### config.mk
export PLATFORM = sky130hd
export DESIGN_NAME = tw_bus_cond_det
export DESIGN_NICKNAME = d
export VERILOG_FILES = /design/src/rtl/tw_cond_pkg.sv /design/src/rtl/tw_sync.sv /design/src/rtl/tw_glitch_filter.sv /design/src/rtl/tw_event_gen.sv /design/src/rtl/tw_bus_cond_det.sv
export SDC_FILE = /design/constraint.sdc
export NUM_CORES = 1
export LEC_CHECK = 0
export ABC_AREA = 1
export BUFFER_PORTS_ARGS = -buffer_cell sky130_fd_sc_hd__buf_2
export CAP_MARGIN = 20
export CORE_AREA = 5 5 46 56
export DETAILED_ROUTE_END_ITERATION = 10
export DIE_AREA = 0 0 51 61
export PLACE_DENSITY = 0.79
export SKIP_CTS_REPAIR_TIMING = 1
export SYNTH_ARGS = -nofsm -noshare
export SYNTH_HDL_FRONTEND = slang
export SYNTH_SLANG_ARGS = --single-unit
### constraint.sdc
create_clock -name clk -period 1.85 [get_ports clk]
set_clock_uncertainty 0.2 [all_clocks]
set_input_delay 0.2775 -clock clk [delete_from_list [all_inputs] [get_ports clk]]
set_output_delay 0.2775 -clock clk [all_outputs]
set_load 0.02 [all_outputs]
### src/rtl/tw_cond_pkg.sv
package tw_cond_pkg;
  localparam int POS_W = 4;
  localparam logic [POS_W-1:0] POS_IDLE = 4'd0;
  localparam logic [POS_W-1:0] POS_FIRST = 4'd1;
  localparam logic [POS_W-1:0] POS_ACK = 4'd9;

  typedef struct packed {
    logic start;
    logic stop;
    logic rise;
    logic fall;
  } tw_evt_t;
endpackage

### src/rtl/tw_sync.sv
module tw_sync #(
  parameter int WIDTH  = 2,
  parameter int STAGES = 2,
  parameter logic [WIDTH-1:0] RST_VAL = '1
) (
  input  logic             clk,
  input  logic             rst,
  input  logic [WIDTH-1:0] din,
  output logic [WIDTH-1:0] dout
);
  logic [WIDTH-1:0] stg [STAGES];

  for (genvar i = 0; i < STAGES; i++) begin : g_stage
    if (i == 0) begin : g_first
      always_ff @(posedge clk) begin
        if (rst) stg[0] <= RST_VAL;
        else     stg[0] <= din;
      end
    end else begin : g_next
      always_ff @(posedge clk) begin
        if (rst) stg[i] <= RST_VAL;
        else     stg[i] <= stg[i-1];
      end
    end
  end

  assign dout = stg[STAGES-1];
endmodule

### src/rtl/tw_glitch_filter.sv
module tw_glitch_filter #(
  parameter int   FILT_LEN = 5,
  parameter logic RST_VAL  = 1'b1
) (
  input  logic clk,
  input  logic rst,
  input  logic din,
  output logic dout
);
  localparam int CW = (FILT_LEN < 2) ? 1 : $clog2(FILT_LEN);
  localparam logic [CW-1:0] LAST = CW'(FILT_LEN - 1);

  logic          lvl_q;
  logic [CW-1:0] run_q;

  // the output follows only after FILT_LEN consecutive samples that differ from it
  always_ff @(posedge clk) begin
    if (rst) begin
      lvl_q <= RST_VAL;
      run_q <= '0;
    end else if (din != lvl_q) begin
      if (run_q == LAST) begin
        lvl_q <= din;
        run_q <= '0;
      end else begin
        run_q <= run_q + 1'b1;
      end
    end else begin
      run_q <= '0;
    end
  end

  assign dout = lvl_q;
endmodule

### src/rtl/tw_event_gen.sv
module tw_event_gen
  import tw_cond_pkg::*;
(
  input  logic             clk,
  input  logic             rst,
  input  logic             scl_f,
  input  logic             sda_f,
  input  logic             busy,
  output tw_evt_t          evt_o,
  output logic             bit_o,
  output logic [POS_W-1:0] pos_o,
  output logic             ack_o
);
  logic scl_q, sda_q;
  logic scl_up, scl_dn, sda_dn_hi, sda_up_hi;
  tw_evt_t evt_d, evt_q;
  logic [POS_W-1:0] pos_d, pos_q;
  logic bit_q, ack_q;

  always_ff @(posedge clk) begin
    if (rst) begin
      scl_q <= 1'b1;
      sda_q <= 1'b1;
    end else begin
      scl_q <= scl_f;
      sda_q <= sda_f;
    end
  end

  always_comb begin
    scl_up    = scl_f & ~scl_q;
    scl_dn    = ~scl_f & scl_q;
    sda_dn_hi = ~sda_f & sda_q & scl_f & scl_q;
    sda_up_hi = sda_f & ~sda_q & scl_f & scl_q;

    evt_d       = '0;
    evt_d.start = sda_dn_hi & ~busy;
    evt_d.stop  = sda_up_hi & ~busy;
    evt_d.rise  = scl_up & ~busy;
    evt_d.fall  = scl_dn & ~busy;

    pos_d = pos_q;
    if (busy || evt_d.start || evt_d.stop) pos_d = POS_IDLE;
    else if (evt_d.rise) pos_d = (pos_q == POS_ACK) ? POS_FIRST : pos_q + 1'b1;
  end

  always_ff @(posedge clk) begin
    if (rst) begin
      evt_q <= '0;
      pos_q <= POS_IDLE;
      ack_q <= 1'b0;
      bit_q <= 1'b1;
    end else begin
      evt_q <= evt_d;
      pos_q <= pos_d;
      ack_q <= (pos_d == POS_ACK);
      if (evt_d.rise) bit_q <= sda_f;
    end
  end

  assign evt_o = evt_q;
  assign pos_o = pos_q;
  assign ack_o = ack_q;
  assign bit_o = bit_q;
endmodule

### src/rtl/tw_bus_cond_det.sv
module tw_bus_cond_det
  import tw_cond_pkg::*;
#(
  parameter int FILT_LEN    = 5,
  parameter int SYNC_STAGES = 2
) (
  input  logic             clk,
  input  logic             rst,
  input  logic             scl_in,
  input  logic             sda_in,
  input  logic             busy,
  output logic             start_o,
  output logic             stop_o,
  output logic             scl_rise_o,
  output logic             bit_o,
  output logic             scl_fall_o,
  output logic [POS_W-1:0] bit_pos_o,
  output logic             ack_slot_o
);
  localparam int NLINES = 2;

  logic [NLINES-1:0] raw, synced, clean;
  tw_evt_t evt;

  assign raw = {sda_in, scl_in};

  tw_sync #(.WIDTH(NLINES), .STAGES(SYNC_STAGES), .RST_VAL('1)) i_sync (
    .clk(clk), .rst(rst), .din(raw), .dout(synced)
  );

  for (genvar l = 0; l < NLINES; l++) begin : g_line
    tw_glitch_filter #(.FILT_LEN(FILT_LEN), .RST_VAL(1'b1)) i_filt (
      .clk(clk), .rst(rst), .din(synced[l]), .dout(clean[l])
    );
  end

  tw_event_gen i_evt (
    .clk(clk), .rst(rst),
    .scl_f(clean[0]), .sda_f(clean[1]), .busy(busy),
    .evt_o(evt), .bit_o(bit_o), .pos_o(bit_pos_o), .ack_o(ack_slot_o)
  );

  assign start_o    = evt.start;
  assign stop_o     = evt.stop;
  assign scl_rise_o = evt.rise;
  assign scl_fall_o = evt.fall;
endmodule

==> impl_results.md <==
* Hold path start: rst
* Pwr Density at 712.2 nW/um2
* GP Congestion at 0.7903
* HPWL Detailed at 1.307 mm
* WHS at 82.71 ps
* Peak fanout along the critical path at 9
* Slowest CP cell: dlygate4sd3_1
* Static Leakage at 0.0005392 uW
* Most frequent cells in the layout: dfxtp_1 (24), nand2_1 (21), nor2_1 (16)
* Hold Path Depth at 2
* Routed wire length per instance at 10.48 um
* Die footprint at 3111 um2
* CTS sink count at 24
* Reg2reg start: i_evt.pos_o[0]$_SDFF_PP0_
* Initial antenna violation count at 0
* Int Power at 656.8 uW
* Final slew viol count at 0
* Final Power at 829.7 uW
* Iteration-0 DRC Markers at 7
* Final nets at 156
* Count of final hold-check violations at 0
* Total wire length at 1.719 mm
* Largest net degree at the start of global routing at 14
* Maximum capacitance violations at 0
* Hold crit path type: in2reg
* DRC Markers at 0
* Setup TNS at 0 ps
* Seq cells post-synth at 24
* Post-Layout Cell Count at 164
* Comb pwr share at 0.040
* Rows at 18
* Vias at 821
* Commonest non-fill, non-tap cell in the layout: dfxtp_1
* Slew Limit Headroom at 0.7744
* Placed cells at 157
* Clock buffer count from CTS at 3
* Worst r2r path cells at 7
* Max VDD drop at 612.7 uV
* Root Buffer: clkbuf_4
* CP Capture Type: flip-flop
* Clock Power Share at 0.328
* Fmax at 632.8 MHz
* Die Span X at 51 um
* Starting density of the core at 0.5081
* Critical Path AT at 1600 ps
* Yosys warns at 0
* Worst Tran Pin Value at 338.0 ps
* Vias per cell at 5.006
* Layout cells sized above 1 at 0.2431
* Mapped Cells at 125
* Post-route cell area at 1165 um2
* Status: finished, final reports clean
* Synth cell types at 22
* Setup-failing EPs final at 0
* Detail Route Antenna Nets at 0
* Syn_nets at 136
* Register area share after synthesis at 0.4717
* Switching share of total power at 0.2083
* Crit path launch type: input pin
* Number of global-route vias before repair at 770
* Max H-tree Level at 1
* Seq pwr share at 0.632
* Fin crit share at 0.8542
* Clock buffer depth at 2
* Psw at 172.8 uW
* Met1 Wirelength at 754 um
* Reg-to-Reg End: i_evt.pos_o[3]$_SDFF_PP0_
* Total GRT Usage at 0.1233
* Top Metal Used: met4
* Crit path cell chain: dlygate4sd3_1, buf_2, inv_2, nand3_4, nor3_1, nor2_2, and2_1
* Die height at 61 um
* Worst-Skew Late Latency at 310 ps
* First-pass GRT wire length at 2.932 mm
* Syn-to-layout area delta at 14.37%
* Input/output buffers at 14
* Flop2flop setup slack at 360 ps
* Unrepaired setup endpoints after global routing: no
* Hold EP: i_evt.evt_o[1]$_SDFF_PP0_
* Min Tclk post-route at 1580 ps
* Slowest stage delay, CP at 530 ps
* Syn Area/Cell at 8.148 um2
* IO Count at 15
* WL met3 at 76 um
* Met2 wire length at 855 um
* CTS tree: done
* Placeable Area at 2004 um2
* Setup CP Type: in2reg
* Area of placed instances at 1099 um2
* Mapped cell area at 1018 um2
* Worst-path clk slew at 130 ps
* Remaining Overflow, GRT at 0
* Req. time, crit path at 1870 ps
* Ant. Diodes at 0
* First-pass iteration count of the detailed router at 4
through the flow:
stage	setup WS (ps)	utilization
5_1_grt	208.0	0.5811
2_1_floorplan	350.9	-
4_1_cts	373.9	0.5662
6_report	269.7	0.5811
3_5_place_dp	393.2	0.5481
3_3_place_gp	476.9	0.5481
worst max-delay path by stage:
stage / start / endpoint / slack, ps / cells after the start
4_1_cts: i_evt.pos_o[0]$_SDFF_PP0_ / i_evt.pos_o[3]$_SDFF_PP0_ / 370 / 7
3_5_place_dp: i_evt.pos_o[0]$_SDFF_PP0_ / i_evt.pos_o[3]$_SDFF_PP0_ / 390 / 7
3_3_place_gp: i_evt.pos_o[0]$_SDFF_PP0_ / i_evt.pos_o[3]$_SDFF_PP0_ / 480 / 7
6_report: busy / i_evt.pos_o[3]$_SDFF_PP0_ / 270 / 7
2_1_floorplan: i_evt.pos_o[0]$_SDFF_PP0_ / i_evt.pos_o[3]$_SDFF_PP0_ / 350 / 7
5_1_grt: busy / i_evt.pos_o[3]$_SDFF_PP0_ / 210 / 7
per-layer routing:
layer,GRT usage,vias to the layer above
met5,0,-
li1,-,424
met4,0.06154,0
met1,0.1303,372
met2,0.2265,21
met3,0.03194,4
final cells by class:
class                      instances  area, um2
fill                             164      839.6
inverter                          17      63.81
timing repair buffer              17      100.1
multi-input combinational         82      459.2
clock buffer                       4      36.28
sequential                        24      480.5
tap                               20      25.02
cells by family after synthesis:
family / synth area share
AND/OR/NAND/NOR: 0.3231
flip-flops: 0.4717
buffers and inverters: 0.07739
adder cells (fa/ha/maj): 0.07371
AO/OA/AOI/OAI: 0.01965
XOR/XNOR: 0.03440
power by group through the flow:
stage               clock network, uW  logic [uW]  registers (uW)
global route                      297        37.8             525
global placement                    0        26.6             536
detailed placement                  0        28.4             536
CTS                               277        28.3             525
finish                            272        33.3             525
floorplan                           0        18.6             536
cells in the mapped netlist:
master,instances,area [um2]
a21oi_1,1,5.000
and2_1,1,6.260
buf_6,1,11.26
clkbuf_1,1,3.750
dfxtp_1,24,480.5
ha_1,6,75.07
inv_1,14,52.55
inv_2,3,11.26
nand2_1,21,78.83
nand2_2,4,25.02
nand3_1,10,50.05
nand3_2,1,10.01
nand3_4,1,17.52
nand4_1,1,6.260
nor2_1,16,60.06
nor2_2,3,18.77
nor3_1,5,25.02
o21ai_0,1,5.000
o21ai_1,2,10.01
or2_2,5,31.28
xnor2_1,2,17.52
xor2_1,2,17.52
registers in the layout, summed over array words and instances, names as in the netlist:
name and count:
i_evt.ack_o 1, g_line.i_filt.dout 2, i_evt.evt_o 4, i_evt.scl_q 1, i_evt.sda_q 1, g_line.i_filt.run_q 6, i_evt.bit_o 1, i_sync.stg 4
i_evt.pos_o 4
worst max-delay path, delay by kind of cell:
family        cells  cell delay [ps]
buf+inv           3              780
simple gates      4              540
Note: power is estimated with default switching activity, not from simulation.
